--- src/rtl/syncterm_pkg.sv ---
package syncterm_pkg;
  typedef enum logic [2:0] {
    ST_IDLE,
    ST_CMD1,
    ST_CMD2,
    ST_WAIT,
    ST_HOLD
  } issue_state_t;
endpackage

--- src/rtl/syncterm_addr_decode.sv ---
module syncterm_addr_decode #(
  parameter int          ADDR_W   = 32,
  parameter logic [31:0] WIN_BASE = 32'h0800_0000,
  parameter logic [31:0] WIN_MASK = 32'hF800_0000
) (
  input  logic [ADDR_W-1:0] addr,
  input  logic              strobe,
  output logic              sel_sdram,
  output logic              sel_slow
);
  localparam logic [ADDR_W-1:0] BASE_L = WIN_BASE[ADDR_W-1:0];
  localparam logic [ADDR_W-1:0] MASK_L = WIN_MASK[ADDR_W-1:0];

  logic in_win;
  always_comb begin
    in_win    = ((addr & MASK_L) == BASE_L);
    sel_sdram = strobe && in_win;
    sel_slow  = strobe && !in_win;
  end
endmodule

--- src/rtl/syncterm_issue_fsm.sv ---
module syncterm_issue_fsm
  import syncterm_pkg::*;
#(
  parameter int COL_W = 10
) (
  input  logic             clk,
  input  logic             rst,
  input  logic             strobe,
  input  logic             sel_sdram,
  input  logic             mem_ready,
  input  logic             cap_now,
  input  logic [COL_W-1:0] col_in,
  output logic             launch,
  output logic             sd_rd_cmd,
  output logic [COL_W-1:0] sd_col
);
  issue_state_t state;

  always_comb begin
    launch = (state == ST_IDLE) && sel_sdram && mem_ready;
  end

  always_ff @(posedge clk) begin
    if (rst) begin
      state     <= ST_IDLE;
      sd_rd_cmd <= 1'b0;
      sd_col    <= '0;
    end else begin
      case (state)
        ST_IDLE: begin
          if (launch) begin
            state     <= ST_CMD1;
            sd_rd_cmd <= 1'b1;
            sd_col    <= col_in;
          end
        end
        ST_CMD1: begin
          state <= ST_CMD2;
        end
        ST_CMD2: begin
          state     <= ST_WAIT;
          sd_rd_cmd <= 1'b0;
        end
        ST_WAIT: begin
          if (cap_now) state <= ST_HOLD;
        end
        ST_HOLD: begin
          if (!strobe) state <= ST_IDLE;
        end
        default: begin
          state     <= ST_IDLE;
          sd_rd_cmd <= 1'b0;
        end
      endcase
    end
  end
endmodule

--- src/rtl/syncterm_cap_pipe.sv ---
module syncterm_cap_pipe #(
  parameter int CAS_LAT = 2,
  parameter int DATA_W  = 32
) (
  input  logic              clk,
  input  logic              rst,
  input  logic              launch,
  input  logic [DATA_W-1:0] sd_dq,
  output logic              cap_now,
  output logic [DATA_W-1:0] cpu_data,
  output logic              cpu_sterm
);
  localparam int PIPE_LEN = CAS_LAT + 1;

  logic [PIPE_LEN-1:0] lat_pipe;

  always_comb begin
    cap_now = lat_pipe[PIPE_LEN-1];
  end

  always_ff @(posedge clk) begin
    if (rst) begin
      lat_pipe  <= '0;
      cpu_sterm <= 1'b0;
      cpu_data  <= '0;
    end else begin
      lat_pipe  <= {lat_pipe[PIPE_LEN-2:0], launch};
      cpu_sterm <= cap_now;
      if (cap_now) cpu_data <= sd_dq;
    end
  end
endmodule

--- src/rtl/syncterm_slow_ack.sv ---
module syncterm_slow_ack #(
  parameter int ACK_DLY = 3
) (
  input  logic clk,
  input  logic rst,
  input  logic sel_slow,
  input  logic slow_ack_in,
  output logic slow_sel,
  output logic cpu_ack
);
  logic [ACK_DLY-1:0] ack_sr;

  generate
    if (ACK_DLY == 1) begin : g_single
      always_ff @(posedge clk) begin
        if (rst || !sel_slow) ack_sr <= '0;
        else                  ack_sr <= slow_ack_in;
      end
    end else begin : g_chain
      always_ff @(posedge clk) begin
        if (rst || !sel_slow) ack_sr <= '0;
        else                  ack_sr <= {ack_sr[ACK_DLY-2:0], slow_ack_in};
      end
    end
  endgenerate

  always_ff @(posedge clk) begin
    if (rst) slow_sel <= 1'b0;
    else     slow_sel <= sel_slow;
  end

  always_comb begin
    cpu_ack = ack_sr[ACK_DLY-1];
  end
endmodule

--- src/rtl/syncterm_rd_path.sv ---
module syncterm_rd_path #(
  parameter int          ADDR_W   = 32,
  parameter int          DATA_W   = 32,
  parameter int          COL_W    = 10,
  parameter int          CAS_LAT  = 2,
  parameter int          ACK_DLY  = 3,
  parameter logic [31:0] WIN_BASE = 32'h0800_0000,
  parameter logic [31:0] WIN_MASK = 32'hF800_0000
) (
  input  logic              clk,
  input  logic              rst,
  input  logic              cpu_strobe,
  input  logic [ADDR_W-1:0] cpu_addr,
  input  logic              mem_ready,
  input  logic [DATA_W-1:0] sd_dq,
  input  logic              slow_ack_in,
  output logic              sd_rd_cmd,
  output logic [COL_W-1:0]  sd_col,
  output logic [DATA_W-1:0] cpu_data,
  output logic              cpu_sterm,
  output logic              slow_sel,
  output logic              cpu_ack
);
  localparam int COL_LO = 2;
  localparam int COL_HI = COL_W + COL_LO - 1;

  logic sel_sdram;
  logic sel_slow;
  logic launch;
  logic cap_now;

  syncterm_addr_decode #(
    .ADDR_W  (ADDR_W),
    .WIN_BASE(WIN_BASE),
    .WIN_MASK(WIN_MASK)
  ) u_dec (
    .addr     (cpu_addr),
    .strobe   (cpu_strobe),
    .sel_sdram(sel_sdram),
    .sel_slow (sel_slow)
  );

  syncterm_issue_fsm #(
    .COL_W(COL_W)
  ) u_issue (
    .clk      (clk),
    .rst      (rst),
    .strobe   (cpu_strobe),
    .sel_sdram(sel_sdram),
    .mem_ready(mem_ready),
    .cap_now  (cap_now),
    .col_in   (cpu_addr[COL_HI:COL_LO]),
    .launch   (launch),
    .sd_rd_cmd(sd_rd_cmd),
    .sd_col   (sd_col)
  );

  syncterm_cap_pipe #(
    .CAS_LAT(CAS_LAT),
    .DATA_W (DATA_W)
  ) u_cap (
    .clk      (clk),
    .rst      (rst),
    .launch   (launch),
    .sd_dq    (sd_dq),
    .cap_now  (cap_now),
    .cpu_data (cpu_data),
    .cpu_sterm(cpu_sterm)
  );

  syncterm_slow_ack #(
    .ACK_DLY(ACK_DLY)
  ) u_slow (
    .clk        (clk),
    .rst        (rst),
    .sel_slow   (sel_slow),
    .slow_ack_in(slow_ack_in),
    .slow_sel   (slow_sel),
    .cpu_ack    (cpu_ack)
  );
endmodule

--- config.mk ---
export PLATFORM = sky130hd
export DESIGN_NAME = syncterm_rd_path
export DESIGN_NICKNAME = d
export VERILOG_FILES = /design/src/rtl/syncterm_pkg.sv /design/src/rtl/syncterm_addr_decode.sv /design/src/rtl/syncterm_issue_fsm.sv /design/src/rtl/syncterm_cap_pipe.sv /design/src/rtl/syncterm_slow_ack.sv /design/src/rtl/syncterm_rd_path.sv
export SDC_FILE = /design/constraint.sdc
export NUM_CORES = 1
export LEC_CHECK = 0
export BUFFER_PORTS_ARGS = -buffer_cell sky130_fd_sc_hd__buf_2
export CAP_MARGIN = 10
export CORE_MARGIN = 1
export CORE_UTILIZATION = 40
export DETAILED_ROUTE_END_ITERATION = 8
export HOLD_SLACK_MARGIN = 0.02
export MAX_ROUTING_LAYER = met4
export PLACE_DENSITY_LB_ADDON = 0.15
export SETUP_SLACK_MARGIN = 0.15
export SLEW_MARGIN = 5
export SYNTH_ARGS = -nofsm -noshare
export SYNTH_HDL_FRONTEND = slang
export SYNTH_HIERARCHICAL = 1
export SYNTH_SLANG_ARGS = --single-unit
--- constraint.sdc ---
create_clock -name clk -period 2.02 [get_ports clk]
set_input_delay 0.404 -clock clk [delete_from_list [all_inputs] [get_ports clk]]
set_output_delay 0.404 -clock clk [all_outputs]
set_load 0.01 [all_outputs]
==> qor.yml, run 1 <==
cts_max_level: 2
layout_commonest_cell: "buf_2"
start_kind: "input pin"
gp_congestion: 0.6947
drc_errors: 0
max_stage_delay_ps: 260
status: "complete, no violations"
diodes: 0
multiInputGateArea_um2: 848.3
reg2regPathDepth: 3
row_count: 25
postCtsHoldBufs: 0
peakVddDrop_mv: 0.5079
num-fill-cells: 470
slew_viol_final: 0
crit_fanout: 11
endpoint_kind: "flop"
holdPathEnd: "u_cap/cpu_data[20]$_SDFFE_PP0P_"
final-hold-violation-count: 0
layout.nets: 351
path_delay_family: "simple AND/OR/NAND/NOR gates"
dpl.hpwl_um: 2729
required_ps: 2250
drt_first_pass_iters: 4
core_mm2: 0.004817
place.port_buffers: 97
grt_pass1_wl_um: 5802
max_freq_mhz: 763.3
path_clk_slew_ps: 90
synth_cell_types: 25
finClkSkew_ps: 4.681
criticalPathCategory: "in2reg"
place_area_mm2: 0.002535
seq_power_share: 0.610
syn_nets: 255
grtUsageTotal: 0.1465
root_buffer: "clkbuf_8"
crit_slowest_cell: "and2_4"
leakagePower_uw: 0.001185
yosys_warnings: 6
yosysTopAreaCell: "dfxtp_1"
ys_ff_latch: 54
antenna_found_initial: 0
hp-start: "sd_dq[20]"
cts.repair.resized: 0
cellPowerDensity_mw_per_mm2: 667.7
postSynthAreaPerCell_um2: 10.96
seq_area_frac_synth: 0.5301
routedWlPerCell_um: 10.81
synth.top_cell.area_share: 0.5301
switching_share: 0.2025
initial_utilization: 0.4234
fin_crit_sh: 0.6486
finalSetupTns_ps: 0
dr_total_vias: 1533
syn_to_final_growth_pct: 28.77
r2r-start: "u_cap/lat_pipe[2]$_SDFF_PP0_"
layout_common_cells: "97 x buf_2, 53 x dfxtp_1, 42 x mux2i_1, 34 x nor2_1, 21 x nand2b_1"
preCtsSetupSlack_ps: 398.3
cts_tree: "done"
grt_pass1_vias: 1302
timing.rr.end: "u_cap/cpu_data[14]$_SDFFE_PP0P_"
arrival_ps: 1540
seqCellArea_mm2: 0.001082
intPower_uw: 1398
crit_path_cell_trace: "buf_2 > nor3b_2 > and3_1 > and3b_1 > and2_4 > mux2i_1"
viasPerCell: 4.380
clock_latency_ps: 300
setup_viol: 0
drv_cap: 0
io_pins: 115
period_needed_ps: 1310
hold_class: "in2reg"
drt_iter0_drc: 39
clockBufferDepth: 2
postLayoutCellArea_mm2: 0.002626
ff2ff_setup_slack_ps: 800
dieArea_mm2: 0.005388
layout_setup_ws_ps: 709.9
cts_buffers: 5
rsz0062_at_grt: "no"
startpoint: "cpu_addr[28]"
whs_path_depth: 3
cp.depth: 6
path_buf_inv: 1
post_cts_buffers: 0
pwr-share-clk: 0.337
worst_pin_slew_ps: 548.4
fp.dieW_um: 73.41
grt_max_degree: 40
p_comb_frac: 0.053
syn_area_mm2: 0.002039
overflow: 0
die_y_um: 73.41
wirelength_um: 3782
netlist_instances: 186
detail-route-antenna-nets: 0
drive_gt1_frac: 0.4028
p_sw_uw: 355.1
yosys-top-cells-area: "dfxtp_1 53%, mux2i_1 21%, nand2b_1 6.4%, nor2_1 6.3%, buf_12 2.9%"
relSlewSlack: 0.6344
clock_sinks: 54
[synth_stat cells]
master,number
a21boi_0,1
a21oi_1,2
a2bb2oi_1,1
and2_4,1
and2b_2,1
and3_1,2
and3b_1,1
and3b_2,3
buf_12,3
buf_2,1
buf_4,1
buf_6,2
clkbuf_1,4
dfxtp_1,54
mux2i_1,42
nand2_1,2
nand2b_1,21
nand3_1,1
nand3b_1,1
nor2_1,34
nor2b_1,4
nor3_1,1
nor3b_2,1
nor4_1,1
o21ai_0,1
[layout make-up]
class / instances / area share
multi-input combinational: 121 / 0.3230
timing repair buffer: 100 / 0.1982
clock buffer: 7 / 0.03287
sequential: 54 / 0.4121
clock inverter: 1 / 0.001906
tap: 67 / 0.03192
[worst max-delay path by stage]
stage	endpoint	slack, ps
2_1_floorplan	u_issue/sd_col[1]$_SDFFE_PP0P_	600
6_report	u_issue/sd_col[9]$_SDFFE_PP0P_	710
4_1_cts	u_issue/sd_col[7]$_SDFFE_PP0P_	710
3_3_place_gp	u_issue/sd_col[9]$_SDFFE_PP0P_	420
5_1_grt	u_issue/sd_col[8]$_SDFFE_PP0P_	590
3_5_place_dp	u_issue/sd_col[7]$_SDFFE_PP0P_	400
[sequential cells by signal (all words and copies together), names as in the netlist]
signal and flops:
u_cap/cpu_data 32, u_cap/cpu_sterm 1, u_cap/lat_pipe 3, u_issue/sd_col 10, u_issue/sd_rd_cmd 1, u_issue/state 3
u_slow/ack_sr 3, u_slow/slow_sel 1
[through the flow]
| stage | utilization | hold slack, ps | total power (uW) | std cells |
|---|---|---|---|---|
| floorplan | - | 413.8 | 1131 | 186 |
| CTS | 0.5452 | 324.2 | 1789 | 350 |
| global placement | 0.5262 | 420.9 | 1188 | 342 |
| finish | 0.5452 | 337.1 | 1754 | 350 |
| detailed placement | 0.5262 | 423.7 | 1188 | 342 |
| global route | 0.5452 | 319.4 | 1838 | 350 |
[metal layers]
layer  track usage  vias to the layer above  routed length, um
li1              -                      805                  -
met1        0.1754                      672               1790
met2        0.2243                       54               1709
met3       0.05761                        2                260
met4       0.05128                        0                 22
met5             -                        -                  0
[logic make-up (layout without fill, tap and decap cells)]
family	after synthesis	after routing	share of synthesized area
AND/OR/NAND/NOR	74	74	0.1945
flip-flops	54	54	0.5301
multiplexers	42	42	0.2061
buffers and inverters	11	108	0.05398
AO/OA/AOI/OAI	5	5	0.01534
[power by group through the flow]
| stage | registers, uW | logic, uW | clock network (uW) |
|---|---|---|---|
| after CTS | 1070 | 94.3 | 626 |
| after global routing | 1070 | 103 | 665 |
| final | 1070 | 93.0 | 591 |
| after floorplan | 1100 | 35.5 | 0 |
| after global placement | 1090 | 93.6 | 0 |
| after detailed placement | 1090 | 94.0 | 0 |
[worst min-delay path, delay by kind of cell]
family,cells,cell delay (ps)
mux,1,50
buf+inv,1,70
simple gates,1,70
No activity file was read; power rests on OpenSTA's default activity.
==> run 2: changes to the inputs <==
==> constraint.sdc (replaced) <==
create_clock -name clk -period 1.35 [get_ports clk]
set_input_delay 0.27 -clock clk [delete_from_list [all_inputs] [get_ports clk]]
set_output_delay 0.27 -clock clk [all_outputs]
set_load 0.01 [all_outputs]
==> qor.yml, run 2 (synthesized netlist as in run 1, its figures left out) <==
slew_viol_final: 0  # unchanged
switching_share: 0.2079  # +0.005401
dr_total_vias: 1561  # +1.8%
largest_reg_flops: 32  # unchanged
layout.nets: 352  # +0.28%
final-hold-violation-count: 0  # unchanged
status: "complete, no violations"
intPower_uw: 2098  # +50%
setup_viol: 0  # unchanged
crit_path_cell_trace: "buf_2 > nor3b_2 > and3_4 > and3b_2 > and2_2 > mux2i_1"
grt_pass1_vias: 1455  # +12%
rsz0062_at_grt: "yes"
hp-start: "sd_dq[26]"
reg_top3: "u_cap/cpu_data (32), u_issue/sd_col (10)"
dpl.hpwl_um: 2730  # about the same
initial_utilization: 0.4234  # unchanged
pwr-share-clk: 0.341  # +0.004
arrival_ps: 1410  # -130 ps
leakagePower_uw: 0.001192  # +0.59%
num-fill-cells: 453  # -3.6%
finClkSkew_ps: 10.96  # +6.275 ps
fin_util: 0.5512  # +0.005974
die_y_um: 73.41  # unchanged
peakVddDrop_mv: 0.5156  # +1.5%
start_kind: "input pin"
crit_fanout: 5  # -6
layout_commonest_cell: "buf_2"
period_needed_ps: 1171
fin_crit_sh: 0.8677
antenna_found_initial: 0  # unchanged
worst_pin_slew_ps: 390.7  # -157.6 ps
reg2regPathDepth: 3  # unchanged
multiInputGateArea_um2: 864.6  # +1.9%
whs_path_depth: 3  # unchanged
timing.rr.end: "u_issue/sd_col[3]$_SDFFE_PP0P_"
crit_slowest_cell: "and2_2"
detail-route-antenna-nets: 0  # unchanged
path_clk_slew_ps: 90  # about the same
worst_hold_slack_ps: 202.5  # -134.7 ps
p_comb_frac: 0.055  # +0.002
diodes: 0  # unchanged
io_pins: 115  # unchanged
largest_register: "u_cap/cpu_data"
seq_power_share: 0.604  # -0.006
relSlewSlack: 0.7395  # +0.1051
viasPerCell: 4.447  # +1.5%
holdPathEnd: "u_cap/cpu_data[26]$_SDFFE_PP0P_"
wirelength_um: 3881  # +2.6%
dieArea_mm2: 0.005388  # unchanged
endpoint_kind: "flop"
routedWlPerCell_um: 11.06  # +2.3%
clock_latency_ps: 300  # about the same
r2r-start: "u_issue/state[2]$_SDFFE_PP0P_"
drt_iter0_drc: 29  # -26%
ff2ff_setup_slack_ps: 210  # -590 ps
hold_class: "in2reg"
clockBufferDepth: 2  # unchanged
syn_to_final_growth_pct: 30.18
path_buf_inv: 1  # unchanged
criticalPathCategory: "in2reg"
overflow: 0  # unchanged
grtUsageTotal: 0.1511  # +0.004584
fp.dieW_um: 73.41  # unchanged
finalSetupTns_ps: 0  # unchanged
layout_common_cells: "97 x buf_2, 53 x dfxtp_1, 42 x mux2i_1, 33 x nor2_1, 21 x nand2b_1"
cts_buffers: 5  # unchanged
grt_max_degree: 34  # -15%
max_freq_mhz: 853.6
drv_cap: 0  # unchanged
drive_gt1_frac: 0.4155  # +0.01267
root_buffer: "clkbuf_8"
gp_congestion: 0.7316  # +5.3%
seqCellArea_mm2: 0.001082  # unchanged
cts_max_level: 2  # unchanged
p_sw_uw: 550.5  # +55%
drc_errors: 0  # unchanged
row_count: 25  # unchanged
grt_pass1_wl_um: 6058  # +4.4%
clock_sinks: 54  # unchanged
path_delay_family: "simple AND/OR/NAND/NOR gates"
place.port_buffers: 97  # unchanged
core_mm2: 0.004817  # unchanged
post_cts_buffers: 0  # unchanged
required_ps: 1590  # -660 ps
drt_first_pass_iters: 5  # +1
cts_tree: "done"
max_stage_delay_ps: 240  # -20 ps
cellPowerDensity_mw_per_mm2: 997.4  # +49%
==> run 2: metal layers <==
layer / part of all wire / global-route usage / up-vias
met5: 0 / - / -
met4: 0.013 / 0.06838 / 0
met3: 0.065 / 0.03841 / 5
met2: 0.46 / 0.2613 / 57
met1: 0.46 / 0.1628 / 691
li1: - / - / 808
==> run 2: how the worst max path moves through the flow <==
| stage | start | end | slack [ps] | cells past startpoint |
|---|---|---|---|---|
| after floorplan | cpu_addr[28] | u_issue/sd_col[1]$_SDFFE_PP0P_ | 80 | 6 |
| after global placement | cpu_addr[28] | u_issue/sd_col[9]$_SDFFE_PP0P_ | -90 | 6 |
| after detailed placement | cpu_addr[28] | u_issue/sd_col[3]$_SDFFE_PP0P_ | -130 | 6 |
| after CTS | cpu_addr[28] | u_issue/sd_col[2]$_SDFFE_PP0P_ | 180 | 6 |
| after global routing | cpu_addr[28] | u_issue/sd_col[3]$_SDFFE_PP0P_ | 150 | 6 |
| final | cpu_addr[28] | u_issue/sd_col[3]$_SDFFE_PP0P_ | 180 | 6 |
==> run 2: area by class of cell <==
cell class,instances,share of cell area
clock buffers,7,0.03252
clock inverters,1,0.001885
multi-input cells,122,0.3256
flip-flops and latches,54,0.4076
well taps,67,0.03157
repair buffers,100,0.2008
==> run 2: stage by stage <==
stage / power (uW) / setup slack (ps) / area (um2) / std cells
floorplan: 1692 / 78.76 / 2043 / 186
finish: 2648 / 178.5 / 2655 / 351
detailed placement: 1784 / -132.8 / 2547 / 342
CTS: 2687 / 183.4 / 2639 / 350
global route: 2761 / 150.4 / 2655 / 351
global placement: 1782 / -88.61 / 2547 / 342
==> run 2: repair_timing <==
item | in CTS | in global routing
hold buffers | 0 | 0
endpoints found under the setup margin | 0 | 9
resized for setup | 0 | 3
==> run 2: power by group through the flow <==
stage	registers (uW)	clock network, uW	logic, uW
after floorplan	1640	0	53.2
after global placement	1640	0	145
after detailed placement	1640	0	146
after CTS	1600	940	147
after global routing	1600	998	161
final	1600	903	145
==> run 2: tightest hold or removal path, stage by stage <==
cell     delay, ps
buf_2           70
mux2i_1         60
nor2_1          70
==> run 3: changes to the inputs <==
--- a/config.mk
+++ b/config.mk
@@ -7,6 +7,7 @@
 export LEC_CHECK = 0
 export BUFFER_PORTS_ARGS = -buffer_cell sky130_fd_sc_hd__buf_2
 export CAP_MARGIN = 10
+export CORE_ASPECT_RATIO = 0.8
 export CORE_MARGIN = 1
 export CORE_UTILIZATION = 40
 export DETAILED_ROUTE_END_ITERATION = 8
==> qor.yml, run 3 (synthesized netlist as in run 1, its figures left out) <==
drc_errors: 0  # unchanged
die_y_um: 65.87  # -10%
layout_commonest_cell: "buf_2"
place_inst: 334  # -2.3%
clock_latency_ps: 300  # about the same
dpl.hpwl_um: 2563  # -6.1%
slew_viol_final: 0  # unchanged
clockBufferDepth: 2  # unchanged
start_kind: "input pin"
path_buf_inv: 1  # unchanged
period_needed_ps: 1153  # -18.87 ps
wirelength_um: 3926  # +1.2%
initial_utilization: 0.4308  # +0.007384
path_delay_family: "simple AND/OR/NAND/NOR gates"
fin_crit_sh: 0.8538  # -0.01397
grt_max_degree: 65  # +91%
overflow: 0  # unchanged
dieArea_mm2: 0.005390  # about the same
cts_max_level: 2  # unchanged
arrival_ps: 1380  # -30 ps
root_buffer: "clkbuf_8"
status: "complete, no violations"
grt_pass1_wl_um: 5968  # -1.5%
layout_common_cells: "96 x buf_2, 53 x dfxtp_1, 42 x mux2i_1, 33 x nor2_1, 21 x nand2b_1"
routedWlPerCell_um: 11.45  # +3.5%
endpoint_kind: "flop"
clock_sinks: 54  # unchanged
leakagePower_uw: 0.001187  # -0.44%
path_clk_slew_ps: 90  # about the same
instances_no_fill: 343  # -2.3%
peakVddDrop_mv: 0.5523  # +7.1%
viasPerCell: 4.522  # +1.7%
diodes: 0  # unchanged
largest_register: "u_cap/cpu_data"
place.port_buffers: 97  # unchanged
detail-route-antenna-nets: 0  # unchanged
finClkSkew_ps: 3.945  # -7.011 ps
criticalPathCategory: "in2reg"
drt_first_pass_iters: 4  # -1
worst_pin_slew_ps: 356.4  # -34.37 ps
hold_class: "in2reg"
relSlewSlack: 0.7603  # +0.02079
reg_top3: "u_cap/cpu_data (32), u_issue/sd_col (10)"
place_area_mm2: 0.002531  # -0.64%
drive_gt1_frac: 0.4064  # -0.009133
cts_buffers: 5  # unchanged
drv_cap: 0  # unchanged
required_ps: 1570  # -20 ps
final-hold-violation-count: 0  # unchanged
io_pins: 115  # unchanged
crit_slowest_cell: "and3b_2"
max_stage_delay_ps: 220  # -20 ps
antenna_found_initial: 0  # unchanged
crit_path_cell_trace: "buf_6 > nor3b_2 > and3_1 > and3b_2 > and2_4 > mux2i_1"
cts_tree: "done"
finalPower_uw: 2578  # -2.6%
ff2ff_setup_slack_ps: 210  # about the same
largest_reg_flops: 32  # unchanged
finalSetupTns_ps: 0  # unchanged
row_count: 22  # -12%
core_mm2: 0.004735  # -1.7%
num-fill-cells: 457  # +0.88%
cellPowerDensity_mw_per_mm2: 979.3  # -1.8%
setup_viol: 0  # unchanged
max_freq_mhz: 867.6  # +1.6%
layout.nets: 352  # unchanged
syn_to_final_growth_pct: 29.08
postLayoutCellArea_mm2: 0.002633  # -0.85%
fin_util: 0.5560  # +0.004856
rsz0062_at_grt: "yes"
crit_fanout: 6  # +1
gp_congestion: 0.6676  # -8.7%
dr_total_vias: 1551  # -0.64%
drt_iter0_drc: 38  # +31%
grtUsageTotal: 0.1515  # +0.0004269
grt_pass1_vias: 1357  # -6.7%
fp.dieW_um: 81.83  # +11%
run 3: cell types whose count changed in the layout (fill, tap and decap cells not counted), sizes merged:
cell,delta
clkinv,-1
run 3: cell type report:
type,count,area [um2],area share
repair buffers,100,539.3,0.2048
well taps,60,75.07,0.02852
clock buffers,7,76.32,0.02899
multi-input cells,122,859.6,0.3265
flip-flops and latches,54,1082,0.4111
run 3: path summary, 6_finish.rpt:
path                            cells past startpoint                              to                          start
worst min register to register                      1    u_cap/lat_pipe[2]$_SDFF_PP0_   u_cap/lat_pipe[1]$_SDFF_PP0_
worst max-delay path                                6  u_issue/sd_col[5]$_SDFFE_PP0P_                   cpu_addr[29]
worst max register to register                      3    u_cap/lat_pipe[0]$_SDFF_PP0_  u_issue/state[2]$_SDFFE_PP0P_
worst min-delay path                                3  u_cap/cpu_data[1]$_SDFFE_PP0P_                       sd_dq[1]
run 3: timing repair:
action                                  CTS  global route
endpoints found under the setup margin    0            10
hold buffers                              0             0
gates resized for setup                   0             3
buffers inserted                          0             1
run 3: where the power goes:
group | leakage, uW | total, uW | internal, uW | switching (uW)
sequential | 0.000436 | 1600 | 1600 | 2.24
clock | 0.0000383 | 832 | 358 | 474
combinational | 0.000713 | 146 | 85.5 | 60.9
run 3: routing by layer:
metal	global-route usage	part of all wire
met2	0.2324	0.43
met5	-	0
met1	0.1793	0.49
met4	0.07237	0.013
met3	0.04828	0.065
run 3: worst reg2reg max path: stages (launching register included):
cell and delay [ps]:
dfxtp_1 400, and3b_2 250, and2_2 230, nor2b_1 140
run 3: metrics by stage:
stage                     hold WS (ps)  worst slack (ps)
after detailed placement         426.4            -151.9
after floorplan                  413.8             78.76
final                            205.1             197.4
after CTS                        191.0             158.7
after global placement           415.1            -104.9
after global routing             189.3             123.9
